File: src/rtl/sensreg_pkg.sv
package sensreg_pkg;
    localparam int BYTE_W = 8;
    localparam int ADDR_W = 5;
    localparam int CH_W   = 2 * BYTE_W;

    typedef enum logic [1:0] {
        XF_HOLD    = 2'b00,
        XF_ADVANCE = 2'b01,
        XF_RSVD    = 2'b10,
        XF_SPECIAL = 2'b11
    } xfer_e;

    localparam logic [ADDR_W-1:0] A_CTRL  = 5'h00;
    localparam logic [ADDR_W-1:0] A_TIME  = 5'h01;
    localparam logic [ADDR_W-1:0] A_INTC  = 5'h02;
    localparam logic [ADDR_W-1:0] A_TLO_L = 5'h03;
    localparam logic [ADDR_W-1:0] A_TLO_H = 5'h04;
    localparam logic [ADDR_W-1:0] A_THI_L = 5'h05;
    localparam logic [ADDR_W-1:0] A_THI_H = 5'h06;
    localparam logic [ADDR_W-1:0] A_GAIN  = 5'h07;
    localparam logic [ADDR_W-1:0] A_ID    = 5'h12;
    localparam logic [ADDR_W-1:0] A_D0_L  = 5'h14;
    localparam logic [ADDR_W-1:0] A_D0_H  = 5'h15;
    localparam logic [ADDR_W-1:0] A_D1_L  = 5'h16;
    localparam logic [ADDR_W-1:0] A_D1_H  = 5'h17;
    localparam logic [ADDR_W-1:0] A_TMR_L = 5'h18;
    localparam logic [ADDR_W-1:0] A_TMR_H = 5'h19;
    localparam logic [ADDR_W-1:0] A_ID2   = 5'h1E;

    localparam logic [ADDR_W-1:0] SF_CLR   = 5'h01;
    localparam logic [ADDR_W-1:0] SF_STOP  = 5'h02;
    localparam logic [ADDR_W-1:0] SF_START = 5'h03;
endpackage

File: src/rtl/sensreg_cmd.sv
module sensreg_cmd
    import sensreg_pkg::*;
(
    input  logic              clk,
    input  logic              rst_n,
    input  logic              txn_start,
    input  logic              wr_en,
    input  logic [BYTE_W-1:0] wr_data,
    input  logic              rd_en,
    output logic [ADDR_W-1:0] ptr,
    output logic [1:0]        xmode,
    output logic              reg_we,
    output logic              irq_clr,
    output logic              man_stop,
    output logic              man_start
);
    typedef struct packed {
        logic [ADDR_W-1:0] ptr;
        xfer_e             mode;
        logic              first;
        logic              clr;
        logic              stop;
        logic              start;
    } cmd_st_t;

    cmd_st_t st_d, st_q;
    logic    first_eff;
    logic    is_cmd;
    xfer_e   new_mode;

    always_comb begin
        st_d       = st_q;
        st_d.clr   = 1'b0;
        st_d.stop  = 1'b0;
        st_d.start = 1'b0;
        first_eff  = txn_start | st_q.first;
        is_cmd     = wr_en & first_eff & wr_data[BYTE_W-1];
        new_mode   = xfer_e'(wr_data[6:5]);
        if (txn_start) st_d.first = 1'b1;
        if (wr_en)     st_d.first = 1'b0;
        if (is_cmd) begin
            st_d.mode = new_mode;
            if (new_mode == XF_SPECIAL) begin
                case (wr_data[ADDR_W-1:0])
                    SF_CLR:   st_d.clr   = 1'b1;
                    SF_STOP:  st_d.stop  = 1'b1;
                    SF_START: st_d.start = 1'b1;
                    default:  ;
                endcase
            end else begin
                st_d.ptr = wr_data[ADDR_W-1:0];
            end
        end else if ((wr_en || rd_en) && st_q.mode == XF_ADVANCE) begin
            st_d.ptr = st_q.ptr + 1'b1;
        end
    end

    always_ff @(posedge clk or negedge rst_n) begin
        if (!rst_n) begin
            st_q <= '{ptr: '0, mode: XF_HOLD, first: 1'b1,
                       clr: 1'b0, stop: 1'b0, start: 1'b0};
        end else begin
            st_q <= st_d;
        end
    end

    assign ptr       = st_q.ptr;
    assign xmode     = st_q.mode;
    assign reg_we    = wr_en & ~is_cmd;
    assign irq_clr   = st_q.clr;
    assign man_stop  = st_q.stop;
    assign man_start = st_q.start;
endmodule

File: src/rtl/sensreg_store.sv
module sensreg_store
    import sensreg_pkg::*;
(
    input  logic              clk,
    input  logic              rst_n,
    input  logic              we,
    input  logic              rd_en,
    input  logic [ADDR_W-1:0] addr,
    input  logic [BYTE_W-1:0] wdata,
    input  logic              conv_done,
    input  logic [CH_W-1:0]   ch0_data,
    input  logic [CH_W-1:0]   ch1_data,
    output logic [1:0]        ctl,
    output logic              valid,
    output logic [BYTE_W-1:0] itime,
    output logic [6:0]        intc,
    output logic [CH_W-1:0]   thl,
    output logic [CH_W-1:0]   thh,
    output logic [1:0]        gain,
    output logic [CH_W-1:0]   d0,
    output logic [CH_W-1:0]   d1,
    output logic [BYTE_W-1:0] sh0,
    output logic [BYTE_W-1:0] sh1
);
    typedef struct packed {
        logic [1:0]        ctl;
        logic              valid;
        logic [BYTE_W-1:0] itime;
        logic [6:0]        intc;
        logic [CH_W-1:0]   thl;
        logic [CH_W-1:0]   thh;
        logic [1:0]        gain;
        logic [CH_W-1:0]   d0;
        logic [CH_W-1:0]   d1;
        logic [BYTE_W-1:0] sh0;
        logic [BYTE_W-1:0] sh1;
    } store_st_t;

    store_st_t rs_d, rs_q;

    always_comb begin
        rs_d = rs_q;
        if (conv_done) begin
            rs_d.d0    = ch0_data;
            rs_d.d1    = ch1_data;
            rs_d.valid = 1'b1;
        end
        if (we) begin
            case (addr)
                A_CTRL: begin
                    rs_d.ctl = wdata[1:0];
                    if (!wdata[1]) rs_d.valid = 1'b0;
                end
                A_TIME:  rs_d.itime            = wdata;
                A_INTC:  rs_d.intc             = wdata[6:0];
                A_TLO_L: rs_d.thl[BYTE_W-1:0]  = wdata;
                A_TLO_H: rs_d.thl[CH_W-1:BYTE_W] = wdata;
                A_THI_L: rs_d.thh[BYTE_W-1:0]  = wdata;
                A_THI_H: rs_d.thh[CH_W-1:BYTE_W] = wdata;
                A_GAIN:  rs_d.gain             = wdata[1:0];
                default: ;
            endcase
        end
        if (rd_en) begin
            if (addr == A_D0_L) rs_d.sh0 = rs_q.d0[CH_W-1:BYTE_W];
            if (addr == A_D1_L) rs_d.sh1 = rs_q.d1[CH_W-1:BYTE_W];
        end
    end

    always_ff @(posedge clk or negedge rst_n) begin
        if (!rst_n) rs_q <= '0;
        else        rs_q <= rs_d;
    end

    assign ctl   = rs_q.ctl;
    assign valid = rs_q.valid;
    assign itime = rs_q.itime;
    assign intc  = rs_q.intc;
    assign thl   = rs_q.thl;
    assign thh   = rs_q.thh;
    assign gain  = rs_q.gain;
    assign d0    = rs_q.d0;
    assign d1    = rs_q.d1;
    assign sh0   = rs_q.sh0;
    assign sh1   = rs_q.sh1;
endmodule

File: src/rtl/sensreg_top.sv
module sensreg_top
    import sensreg_pkg::*;
#(
    parameter logic [3:0]        PART_ID = 4'h9,
    parameter logic [3:0]        REV_ID  = 4'h0,
    parameter logic [BYTE_W-1:0] ID2_VAL = 8'h80
) (
    input  logic              clk,
    input  logic              rst_n,
    input  logic              txn_start,
    input  logic              wr_en,
    input  logic [BYTE_W-1:0] wr_data,
    input  logic              rd_en,
    output logic [BYTE_W-1:0] rd_data,
    input  logic              conv_done,
    input  logic [CH_W-1:0]   ch0_data,
    input  logic [CH_W-1:0]   ch1_data,
    input  logic              irq_active,
    input  logic [CH_W-1:0]   mtimer,
    output logic              pwr_on,
    output logic              adc_on,
    output logic [BYTE_W-1:0] integ_time,
    output logic [6:0]        irq_ctl,
    output logic [CH_W-1:0]   thr_low,
    output logic [CH_W-1:0]   thr_high,
    output logic [1:0]        gain_sel,
    output logic              irq_clr,
    output logic              man_stop,
    output logic              man_start
);
    logic [ADDR_W-1:0] ptr;
    logic [1:0]        xmode;
    logic              reg_we;
    logic [1:0]        ctl;
    logic              valid;
    logic [1:0]        gain;
    logic [CH_W-1:0]   d0, d1;
    logic [BYTE_W-1:0] sh0, sh1;

    sensreg_cmd u_cmd (
        .clk       (clk),
        .rst_n     (rst_n),
        .txn_start (txn_start),
        .wr_en     (wr_en),
        .wr_data   (wr_data),
        .rd_en     (rd_en),
        .ptr       (ptr),
        .xmode     (xmode),
        .reg_we    (reg_we),
        .irq_clr   (irq_clr),
        .man_stop  (man_stop),
        .man_start (man_start)
    );

    sensreg_store u_store (
        .clk       (clk),
        .rst_n     (rst_n),
        .we        (reg_we),
        .rd_en     (rd_en),
        .addr      (ptr),
        .wdata     (wr_data),
        .conv_done (conv_done),
        .ch0_data  (ch0_data),
        .ch1_data  (ch1_data),
        .ctl       (ctl),
        .valid     (valid),
        .itime     (integ_time),
        .intc      (irq_ctl),
        .thl       (thr_low),
        .thh       (thr_high),
        .gain      (gain),
        .d0        (d0),
        .d1        (d1),
        .sh0       (sh0),
        .sh1       (sh1)
    );

    always_comb begin
        case (ptr)
            A_CTRL:  rd_data = {2'b00, irq_active, valid, 2'b00, ctl};
            A_TIME:  rd_data = integ_time;
            A_INTC:  rd_data = {1'b0, irq_ctl};
            A_TLO_L: rd_data = thr_low[BYTE_W-1:0];
            A_TLO_H: rd_data = thr_low[CH_W-1:BYTE_W];
            A_THI_L: rd_data = thr_high[BYTE_W-1:0];
            A_THI_H: rd_data = thr_high[CH_W-1:BYTE_W];
            A_GAIN:  rd_data = {6'b0, gain};
            A_ID:    rd_data = {PART_ID, REV_ID};
            A_D0_L:  rd_data = d0[BYTE_W-1:0];
            A_D0_H:  rd_data = sh0;
            A_D1_L:  rd_data = d1[BYTE_W-1:0];
            A_D1_H:  rd_data = sh1;
            A_TMR_L: rd_data = mtimer[BYTE_W-1:0];
            A_TMR_H: rd_data = mtimer[CH_W-1:BYTE_W];
            A_ID2:   rd_data = ID2_VAL;
            default: rd_data = '0;
        endcase
    end

    assign pwr_on   = ctl[0];
    assign adc_on   = ctl[1];
    assign gain_sel = gain;
endmodule

File: config.mk
export PLATFORM = sky130hd
export DESIGN_NAME = sensreg_top
export DESIGN_NICKNAME = d
export VERILOG_FILES = /design/src/rtl/sensreg_pkg.sv /design/src/rtl/sensreg_cmd.sv /design/src/rtl/sensreg_store.sv /design/src/rtl/sensreg_top.sv
export SDC_FILE = /design/constraint.sdc
export NUM_CORES = 1
export LEC_CHECK = 0
export BUFFER_PORTS_ARGS = -buffer_cell sky130_fd_sc_hd__buf_2
export CORE_UTILIZATION = 47
export CTS_CLUSTER_DIAMETER = 40
export CTS_CLUSTER_SIZE = 30
export DETAILED_ROUTE_END_ITERATION = 7
export PLACE_DENSITY = 0.76
export SLEW_MARGIN = 10
export SYNTH_ARGS = -nofsm -noshare
export SYNTH_HDL_FRONTEND = slang
export SYNTH_SLANG_ARGS = --single-unit
File: constraint.sdc
create_clock -name clk -period 3.9 [get_ports clk]
set_input_delay 0.39 -clock clk [delete_from_list [all_inputs] [get_ports clk]]
set_output_delay 0.39 -clock clk [all_outputs]
set_load 0.005 [all_outputs]
==> reports/metrics.yaml <==
outcome:
  status: "finished clean"
timing:
  tightestPinTransition_ps: 1140
  maxSlewHeadroom: 0.242
  drv_slew: 0
  setup_viol: 0
  period_needed_ps: 3050
  min_period_over_period: 0.783
  rsz0062_at_grt: "no"
  max_clock_freq_mhz: 328
  finalHoldViolCount: 0
  fin_worst_skew_ps: 7.10
  fin_setup_tns_ps: 0
power:
  p_leak_nw: 3.19
  peakVddDrop_uv: 327
  power_density_nw_per_um2: 625
  p_total_mw: 3.99
routing:
  via_count: 4055
  wire_per_inst_microns: 21.9
  drt_pass1_iterations: 6
  wl_microns: 14700
  drc: 0
  ant_nets: 0
  via_per_inst: 6.02
  drt_iter0_drc: 442
hold_path:
  hold_class: "in2async"
job:
  maxCapViolCount: 0
place:
  gp_congestion: 1.02
  io_buffers: 124
  dp_hpwl_microns: 10800
  dp_cells: 660
  place_area_sq_um: 6050
global_routing:
  grt_max_degree: 53
  antenna_found_initial: 0
  grt_pass1_wl_microns: 22200
  grt_pass1_vias: 3989
  overflow: 0
  grt_util_all_layers: 0.259
worst_setup_path:
  critPathKind: "reg2out"
  cpLargestDelayFamily: "flip-flops"
  slowest_delay_ps: 1100
  startpoint_type: "flop"
  cp.arrival_ps: 2660
  required_ps: 3510
  critPathSlowestCell: "dfrtp_1"
  cp_max_fo: 27
  critPathBufInv: 1
  path_cells: "nor2b_1, a22oi_1, a21oi_1, a2111o_1, buf_2"
  cp-end-kind: "primary output"
final_layout:
  diodes: 0
  area_growth_pct: 19.0
  multi_input_area_sq_um: 2420
  final_util: 0.581
  fillerInstances: 912
  layout-drive-gt1-share: 0.489
  seqCellArea_sq_um: 2780
  nets: 598
  stdcell_area_sq_um: 6380
  stdcell_count: 674
synthesis:
  synth_common_cells: "dfrtp_1, mux2_2, nand2_1"
  yosysWarnings: 0
  async_flop_share: 1.00
  synth_edf_count: 0
  seq_area_frac_synth: 0.518
  synth_top_area_frac: 0.514
  avgSynthCellArea_sq_um: 12.9
  syn_area_sq_um: 5360
  synthTopCellsByArea: "dfrtp_1, mux2_2, mux2i_1"
  synth_cell_types: 64
  synth_most_common_cell: "dfrtp_1"
  ys.flop_type: "dfrtp_1"
  synth_fp_nets: 481
  postSynthCellCount: 414
  ys_seq_elements: 111
  synth_area_leader_cell: "dfrtp_1"
clock_network:
  cts_root_buf: "clkbuf_16"
  htreeDepth: 3
  clock-sinks: 111
  cts_buffers: 9
  clockBufferDepth: 2
  tritoncts: "yes"
  postCtsSetupRepairBufs: 0
  path_clk_slew_ps: 70
  cts_resized: 0
  holdBufCountCts: 0
  clkLatencyLatePin_ps: 340
floorplan:
  ios: 125
  die_h_microns: 109
  num_rows: 38
  die_width_microns: 109
  core-area_sq_um: 11000
  start_util: 0.488
  die-area_sq_um: 11800
[per-stage QoR]
step / hold WS [ps] / worst slack (ps)
6_report: 82.4 / 848
4_1_cts: 97.2 / 899
3_5_place_dp: 465 / 1290
5_1_grt: 133 / 720
2_1_floorplan: 94.4 / 1910
3_3_place_gp: 451 / 1320
[per-layer routing]
| layer | GRT usage | vias up | wire length (microns) |
|---|---|---|---|
| met5 | 0 | - | 0 |
| met4 | 0.109 | 0 | 420 |
| met3 | 0.0442 | 34 | 1110 |
| met2 | 0.427 | 209 | 7380 |
| met1 | 0.337 | 2030 | 5830 |
| li1 | - | 1782 | - |
[path summary, 6_finish.rpt]
kind,startpoint,slack (ps),cells after the start,end
max,u_cmd.ptr[2],850,5,rd_data[7]
min,rst_n,80,1,u_store.d1[2]
max reg2reg,u_cmd.ptr[2],1190,3,u_store.sh0[2]
min reg2reg,u_cmd.xmode[0],490,2,u_cmd.xmode[0]
max in group asynchronous,rst_n,2860,2,u_cmd.st_q[3]
min in group clk,wr_en,220,2,u_cmd.st_q[3]
[cell type report]
| cell class | instances | area share |
|---|---|---|
| clock buffers | 10 | 0.0375 |
| repair buffers | 128 | 0.102 |
| clock inverters | 4 | 0.0149 |
| well taps | 140 | 0.0275 |
| flip-flops and latches | 111 | 0.436 |
| multi-input cells | 277 | 0.380 |
| inverters | 4 | 0.00235 |
[registers in the layout (all words and copies together) (netlist names), 2 cells and up]
| name | cells |
|---|---|
| u_cmd.ptr | 5 |
| u_store.sh0 | 8 |
| u_store.thl | 16 |
| u_store.d1 | 16 |
| u_store.gain | 2 |
| u_store.itime | 8 |
| u_store.ctl | 2 |
| u_store.sh1 | 8 |
| u_store.intc | 7 |
| u_store.thh | 16 |
| u_store.d0 | 16 |
| u_cmd.xmode | 2 |
[cells by family after synthesis]
group / share of synthesized area
multiplexers: 0.244
flip-flops: 0.518
AND/OR/NAND/NOR: 0.0938
AO/OA/AOI/OAI: 0.105
buffers and inverters: 0.0294
adder cells (fa/ha/maj): 0.00934
[power breakdown]
| group | total (mW) | switching (mW) | internal (mW) |
|---|---|---|---|
| clock | 1.03 | 0.395 | 0.637 |
| combinational | 1.20 | 0.570 | 0.629 |
| sequential | 1.76 | 0.304 | 1.45 |
| total | 3.99 | 1.27 | 2.72 |
[cells in the final DEF (no fill, tap or decap), types with 3 or more instances in the layout]
master	count
clkbuf_16	9
and2_1	4
nor2_1	11
mux2i_1	16
nand2_1	22
o21a_1	3
a22oi_1	14
a21oi_1	7
o22ai_1	5
mux2_2	99
nor3_1	4
nand3_1	8
inv_1	4
ha_1	4
nand4_1	3
a32oi_1	5
mux2_1	3
o21ai_0	6
dfrtp_1	110
a22o_1	8
bufinv_16	3
o221ai_1	3
nor2b_1	4
buf_4	5
buf_2	123
No activity file was read; power rests on OpenSTA's default activity.
